<file path="config.mk">
export PLATFORM = sky130hd
export DESIGN_NAME = rollover_irq_gen
export DESIGN_NICKNAME = d
export VERILOG_FILES = /design/src/rtl/rtc_pirq_pkg.sv /design/src/rtl/pirq_ctrl_reg.sv /design/src/rtl/pirq_match.sv /design/src/rtl/pirq_status.sv /design/src/rtl/rollover_irq_gen.sv
export SDC_FILE = /design/constraint.sdc
export NUM_CORES = 1
export LEC_CHECK = 0
export ABC_AREA = 1
export ABC_CLOCK_PERIOD_IN_PS = 2200
export BUFFER_PORTS_ARGS = -buffer_cell sky130_fd_sc_hd__buf_4
export CAP_MARGIN = 20
export CORE_AREA = 2 2 39 41
export CTS_BUF_LIST = sky130_fd_sc_hd__clkbuf_2
export DETAILED_ROUTE_END_ITERATION = 8
export DIE_AREA = 0 0 41 43
export PLACE_DENSITY = 0.6
export SYNTH_ARGS = -nofsm -noshare
export SYNTH_HDL_FRONTEND = slang
export SYNTH_SLANG_ARGS = --single-unit
</file>
<file path="constraint.sdc">
create_clock -name clk -period 2.2 [get_ports clk]
set_clock_uncertainty 0.05 [all_clocks]
set_input_delay 0.44 -clock clk [delete_from_list [all_inputs] [get_ports clk]]
set_output_delay 0.44 -clock clk [all_outputs]
set_load 0.02 [all_outputs]
</file>
<file path="src/rtl/rtc_pirq_pkg.sv">
// Package: shared sizes and types for the rollover periodic interrupt block.
// Assumes six counter sources and an 8-bit host control register.
package rtc_pirq_pkg;
    localparam int unsigned NUM_SRC = 6;
    localparam int unsigned REG_W   = 8;
    typedef logic [NUM_SRC-1:0] src_mask_t;
    typedef logic [REG_W-1:0]   ctrl_word_t;
endpackage

</file>
<file path="src/rtl/pirq_ctrl_reg.sv">
// Module: holds the host control register and derives the effective enable
// mask. During standby the backup gate decides whether the stored enables
// count. Assumes REG_W >= NUM_SRC; any bits above NUM_SRC are storage only.
module pirq_ctrl_reg #(
    parameter int unsigned NUM_SRC = 6,
    parameter int unsigned REG_W   = 8
) (
    input  logic               clk,
    input  logic               rst_n,
    input  logic               wr_en,
    input  logic [REG_W-1:0]   wr_data,
    input  logic               standby,
    input  logic               bkup_en,
    output logic [REG_W-1:0]   ctrl_q,
    output logic [NUM_SRC-1:0] eff_mask
);
    logic gate_open;

    // Purpose: load the control register on a host write.
    always_ff @(posedge clk) begin
        if (!rst_n)     ctrl_q <= '0;
        else if (wr_en) ctrl_q <= wr_data;
    end

    // Purpose: the backup gate overrides the enables only while in standby.
    always_comb gate_open = !standby || bkup_en;

    for (genvar i = 0; i < NUM_SRC; i++) begin : g_gate
        // Purpose: one gated enable per counter source.
        always_comb eff_mask[i] = ctrl_q[i] && gate_open;
    end
endmodule

</file>
<file path="src/rtl/pirq_match.sv">
// Module: combines rollover strobes with the effective enables.
// Assumes each tick is a single-cycle strobe.
module pirq_match #(
    parameter int unsigned NUM_SRC = 6
) (
    input  logic [NUM_SRC-1:0] tick,
    input  logic [NUM_SRC-1:0] eff_mask,
    output logic               hit,
    output logic               any_en
);
    // Purpose: any enabled rollover this cycle, and whether any source is armed.
    always_comb begin
        hit    = |(tick & eff_mask);
        any_en = |eff_mask;
    end
endmodule

</file>
<file path="src/rtl/pirq_status.sv">
// Module: sticky pending flag, write-one-to-clear. A set at the same edge
// as a clear wins, so no event is lost.
module pirq_status (
    input  logic clk,
    input  logic rst_n,
    input  logic hit,
    input  logic clr,
    output logic pend
);
    // Purpose: set on an enabled rollover, clear on a host request.
    always_ff @(posedge clk) begin
        if (!rst_n)   pend <= 1'b0;
        else if (hit) pend <= 1'b1;
        else if (clr) pend <= 1'b0;
    end
endmodule

</file>
<file path="src/rtl/rollover_irq_gen.sv">
// Module: top of the rollover periodic interrupt generator. Assumes the tick
// strobes are synchronous to clk and each lasts one cycle per counter advance.
module rollover_irq_gen #(
    parameter int unsigned NUM_SRC = rtc_pirq_pkg::NUM_SRC,
    parameter int unsigned REG_W   = rtc_pirq_pkg::REG_W
) (
    input  logic               clk,
    input  logic               rst_n,
    input  logic               wr_en,
    input  logic [REG_W-1:0]   wr_data,
    output logic [REG_W-1:0]   rd_data,
    input  logic [NUM_SRC-1:0] tick,
    input  logic               standby,
    input  logic               bkup_en,
    input  logic               clr,
    output logic               pend,
    output logic               irq_n
);
    logic [NUM_SRC-1:0] eff_mask;
    logic               hit;
    logic               any_en;

    pirq_ctrl_reg #(.NUM_SRC(NUM_SRC), .REG_W(REG_W)) ctrl_i (
        .clk(clk), .rst_n(rst_n), .wr_en(wr_en), .wr_data(wr_data),
        .standby(standby), .bkup_en(bkup_en),
        .ctrl_q(rd_data), .eff_mask(eff_mask)
    );

    pirq_match #(.NUM_SRC(NUM_SRC)) match_i (
        .tick(tick), .eff_mask(eff_mask), .hit(hit), .any_en(any_en)
    );

    pirq_status stat_i (
        .clk(clk), .rst_n(rst_n), .hit(hit), .clr(clr), .pend(pend)
    );

    // Purpose: drive the pin low while a pending flag has an armed source.
    always_comb irq_n = !(pend && any_en);
endmodule

</file>
### Word-level counts from Yosys, hierarchy flattened

Index checks and enable logic that the tools add are counted.
Widths: inputs -> output; s select.

* muxes and demuxes: 2
* bitwise logic cells: 1
* reduce and logical (&&, ||, !) cells: 13

Operators by type and width (count)
* $reduce_or 6->1: 2
* $logic_and 1x1->1: 7
* $and 6x6->6: 1
* $logic_not 1->1: 2
* $mux 1: 2
* $reduce_bool 2->1: 1
* $logic_or 1x1->1: 1

* bits of input ports: 20
* word-level logic and storage cells: 18
* flip-flop bits (word level): 9
* output and inout port bits: 10

### Depth between registers and ports, before layout

* depth after elaboration: 6
* gate-level depth with buffers: 6
* mapped depth without buffers: 6

### By module

Synthesis repeated with hierarchy kept, for this count alone.

* cell total of the unflattened synthesis: 88
* area, all modules: 543.0 µm²

By module, submodules not included
* pirq_ctrl_reg: area an instance 434.2 µm², times used 1, cells each 65, seq. area each 160.2 µm²
* pirq_match: area an instance 61.3 µm², times used 1, cells each 16, seq. area each 0.0 µm²
* pirq_status: area an instance 43.8 µm², times used 1, cells each 6, seq. area each 20.0 µm²
* rollover_irq_gen: area an instance 3.8 µm², times used 1, cells each 1, seq. area each 0.0 µm²

### Worst setup path before layout

OpenSTA, ideal clock, no wires.

* path kind: input -> output
* from: input bkup_en
* to: output irq_n
* data arrival time: 863 ps
* stages on the path: 5
* path buffers: 0
* path slack: 847 ps
* data required time: 1710 ps
* cells stage by stage: inv_2 nand2_4 o21ai_0 nand3_1 nand2_1

* cells in the longest elaborated chain, start to end: 5
* elaborated cells between the ends (all ways): 10
* those cells by class: reduce/logical (10)

Ends and longest elaborated chain
* start, declared: RTL line rollover_irq_gen.sv:14 `input logic bkup_en,`
* $logic_or 1x1->1 (*): RTL line pirq_ctrl_reg.sv:26 `always_comb gate_open = !standby || bkup_en;`
* $logic_and 1x1->1: RTL line pirq_ctrl_reg.sv:30 `always_comb eff_mask[i] = ctrl_q[i] && gate_open;`
* $reduce_or 6->1 (*): RTL line pirq_match.sv:14 `any_en = |eff_mask;`
* $logic_and 1x1->1 (*): RTL line rollover_irq_gen.sv:38 `always_comb irq_n = !(pend && any_en);`
* $logic_not 1->1 (*): RTL line rollover_irq_gen.sv:38
* end, declared: RTL line rollover_irq_gen.sv:17 `output logic irq_n`

Mark *: on every way between the ends. The rest lies on a longest branch, timed or not.

### Worst setup path in the final report

* from: register ctrl_i.ctrl_q[3]
* to: output irq_n

* cells in the longest elaborated chain, start to end: 4

Ends and longest elaborated chain
* start, declared: RTL line pirq_ctrl_reg.sv:14 `output logic [REG_W-1:0] ctrl_q,`
* start signal, assigned: RTL line pirq_ctrl_reg.sv:22 `else if (wr_en) ctrl_q <= wr_data;`
* $logic_and 1x1->1: RTL line pirq_ctrl_reg.sv:30
* $reduce_or 6->1: RTL line pirq_match.sv:14
* $logic_and 1x1->1: RTL line rollover_irq_gen.sv:38
* $logic_not 1->1: RTL line rollover_irq_gen.sv:38

No other way between the ends.

==> results.txt <==
* Vias in the first global route: 412
* Gate Count Post-Synth: 58
- Classification of the worst-slack hold path: in2reg
- Maximum fanout encountered on the critical timing path: 4
* P per Cell Area: 598 nW/um2
- The synthesized netlist devotes 0% of its cell area to adder and majority cells.
* Post-layout min period: 1.53 ns
- Timing would allow up to 652 MHz.
* First-pass GRT wire length: 1760 um
- Pin count of the biggest net entering global routing: 10
* Fraction of final layout cells sized beyond drive strength 1: 42.9%
* Relative max-transition margin: 87.7%
* Final global-route overflow total: 0
- The finished layout holds 107 standard cells, fillers aside.
* Max-slew violation count: 0
* Residual antenna-violating net count after detailed routing: 0
- Endpoint of the worst setup timing path: irq_n
- Crit. Startpoint: ctrl_i.ctrl_q[3]
- End-of-flow core utilization: 47.7%
- Synthesized area: 403 um2
- In this design, the stage delay of the slowest critical-path cell is 0.36 ns.
- Crit Reg-Reg Endpoint: stat_i.pend
- Setup slack on the critical path of the routed design comes to 0.666 ns.
- Worst Setup Start Kind: flip-flop
- Dividing the final minimum period by the clock period gives 69.7%.
- The worst hold path was traced through 3 stages.
- In this run, the number of DRC markers left after iteration 0 of detailed routing was 7.
- In this run the post-CTS setup repair buffer count came out at 0.
- The worst-case IR drop observed on VDD is 251 uV.
- Actual transition at the worst max-transition pin: 0.184 ns
- By area, the combinational part of the netlist is dominated by simple AND/OR/NAND/NOR gates.
- Data required time of the worst path: 1.71 ns
- The die is 43 um tall.
* Effective utilization at floorplan: 29.1%
- The critical path is of the reg2out type.
- For this design the static power due to leakage is 0.349 nW.
- Traced cell by cell, the critical path runs through o21ai_0 -> nand3_1 -> nand2_1 -> buf_4.
- Setup repair after global routing left no endpoint under its margin.
* Clock slew at the register clock pins of the worst setup and hold paths: 0.09 ns
- Die W: 41 um
- Area growth from synthesis to final layout: 64.0%
- In the routed layout, each cell is associated on average with a via count of 4.55.
- CTS resizes: 0
- Yosys reg bits: 9
- Routed vias: 487
- Critical Path AT: 1.04 ns
- Count of clock tree sinks: 9
- DRT Pass-1 Iters: 4
- Setup violations remaining at the end of the flow were counted as 0.
* Synth Warn #: 0
* # diodes: 0
- Number of nets in the layout: 112
* Number of top-level pins: 30
- # DRC: 0
- Distinct cell type count after synthesis: 12
- Final routed wire length divided by cell count: 10.8 um
- The tree is rooted in a sky130_fd_sc_hd__clkbuf_2.
- The synthesized netlist devotes 34.8% of its cell area to simple gates.
* Buffer and inverter count on the worst path: 1
- FF-to-FF Start: ctrl_i.ctrl_q[2]
- Summed over all failing endpoints, the final setup total negative slack is 0 ns.
- Initial antenna violation count: 0
- Std-Cell Core Area: 1380 um2
* Cell total after placement: 103
- GR Util All Layers: 15.0%
- The clock passes through at most 2 buffers.
- After synthesis, flip-flops and latches occupy 44.7% of the total area.
- The die covers 1760 um2.
* Placement-stage worst setup slack: 0.662 ns
* Capturing element type of the critical path: output port
- Post-synth net total: 78
* Clock insertion delay at the later pin of the skew report: 0.24 ns
* Mean instance size in the synthesized netlist: 6.95 um2
* Flop2flop setup slack: 1.33 ns
* Worst-case reg-to-reg path depth: 4
- The congestion estimate from routability-driven global placement came to 0.711.
- Share of the synthesized netlist area taken by xor and xnor gates: 0%
* Hold slack final: 0.366 ns
* Run status: completed
* Mux share of post-synthesis cell area: 0%
* CTS Hold Buffers Added: 0
- The critical path crosses 4 cells after its start point.
* CTS buffer count: 3
* Number of H-tree levels: 1
- Final number of hold-violating endpoints: 0
- The synthesized netlist devotes 15.8% of its cell area to compound gates.
* Number of violations of the max-capacitance limit: 0
- TritonCTS built the clock tree.
* I/O Buffers: 29
- Worst path slowest cell: sky130_fd_sc_hd__dfxtp_1
- Cell type group with the largest total delay on the critical path: flip-flops
- Summed over all layers, the routed wires come to 1160 um.
- Std-Cell Rows: 14
==> where the power goes <==
part / switching, mW / internal (mW) / leakage [nW]
clock: 0.0570 / 0.0483 / 0.0166
sequential: 0.0110 / 0.175 / 0.0749
combinational: 0.0510 / 0.0527 / 0.258
==> cell usage in the layout (no fill, tap or decap), drive strengths merged <==
master	synthesis	final
clkbuf	0	4
buf	0	29
a21oi	1	1
nor2	19	19
nand2	7	7
dfxtp	9	9
nand3	6	6
inv	5	5
o21ai	11	11
==> per-layer routing <==
| layer | routed length, um | vias to the layer above | GRT usage (%) |
|---|---|---|---|
| li1 | - | 254 | - |
| met1 | 499 | 214 | 18.3 |
| met2 | 529 | 17 | 21.3 |
| met3 | 116 | 2 | 6.81 |
| met4 | 9 | 0 | 8.00 |
| met5 | 0 | - | 0 |
==> synth_stat cells, drive strengths merged <==
cell type	n	area, um2
inv	5	18.8
o21ai	11	55.1
nor2	19	73.8
nand2	7	36.3
dfxtp	9	180
a21oi	1	8.76
nand3	6	30.0
==> cells by family after synthesis <==
family                 count (synthesis)
and+or+nand+nor                       32
AOI/OAI and AO/OA                     12
DFF                                    9
buffers and inverters                  5
==> metrics by stage <==
stage | power [mW] | area [um2]
finish | 0.395 | 661
global route | 0.419 | 661
CTS | 0.401 | 661
detailed placement | 0.295 | 641
global placement | 0.293 | 641
floorplan | 0.236 | 403
==> sequential cells by signal (all words and copies together) (netlist names) <==
register / cells
ctrl_i.ctrl_q: 8
stat_i.pend: 1
==> tightest hold or removal path: cells and delay by family <==
family | cells | cell delay [ns]
buffers and inverters | 1 | 0.08
AND/OR/NAND/NOR | 2 | 0.11
==> final cells by class <==
cell class / count / area, um2
Multi-Input combinational cell: 44 / 204
Tap cell: 16 / 20.0
Sequential cell: 9 / 180
Timing Repair Buffer: 29 / 218
Clock buffer: 4 / 20.0
Inverter: 5 / 18.8
Fill cell: 157 / 723
==> how the worst min path moves through the flow <==
stage                      from          endpoint  slack, ns
2_1_floorplan             rst_n       stat_i.pend       0.51
3_3_place_gp   ctrl_i.ctrl_q[7]  ctrl_i.ctrl_q[7]       0.42
3_5_place_dp   ctrl_i.ctrl_q[7]  ctrl_i.ctrl_q[7]       0.43
4_1_cts              wr_data[5]  ctrl_i.ctrl_q[5]       0.36
5_1_grt              wr_data[2]  ctrl_i.ctrl_q[2]       0.36
6_report             wr_data[5]  ctrl_i.ctrl_q[5]       0.37
(Power assumes the default switching activity.)
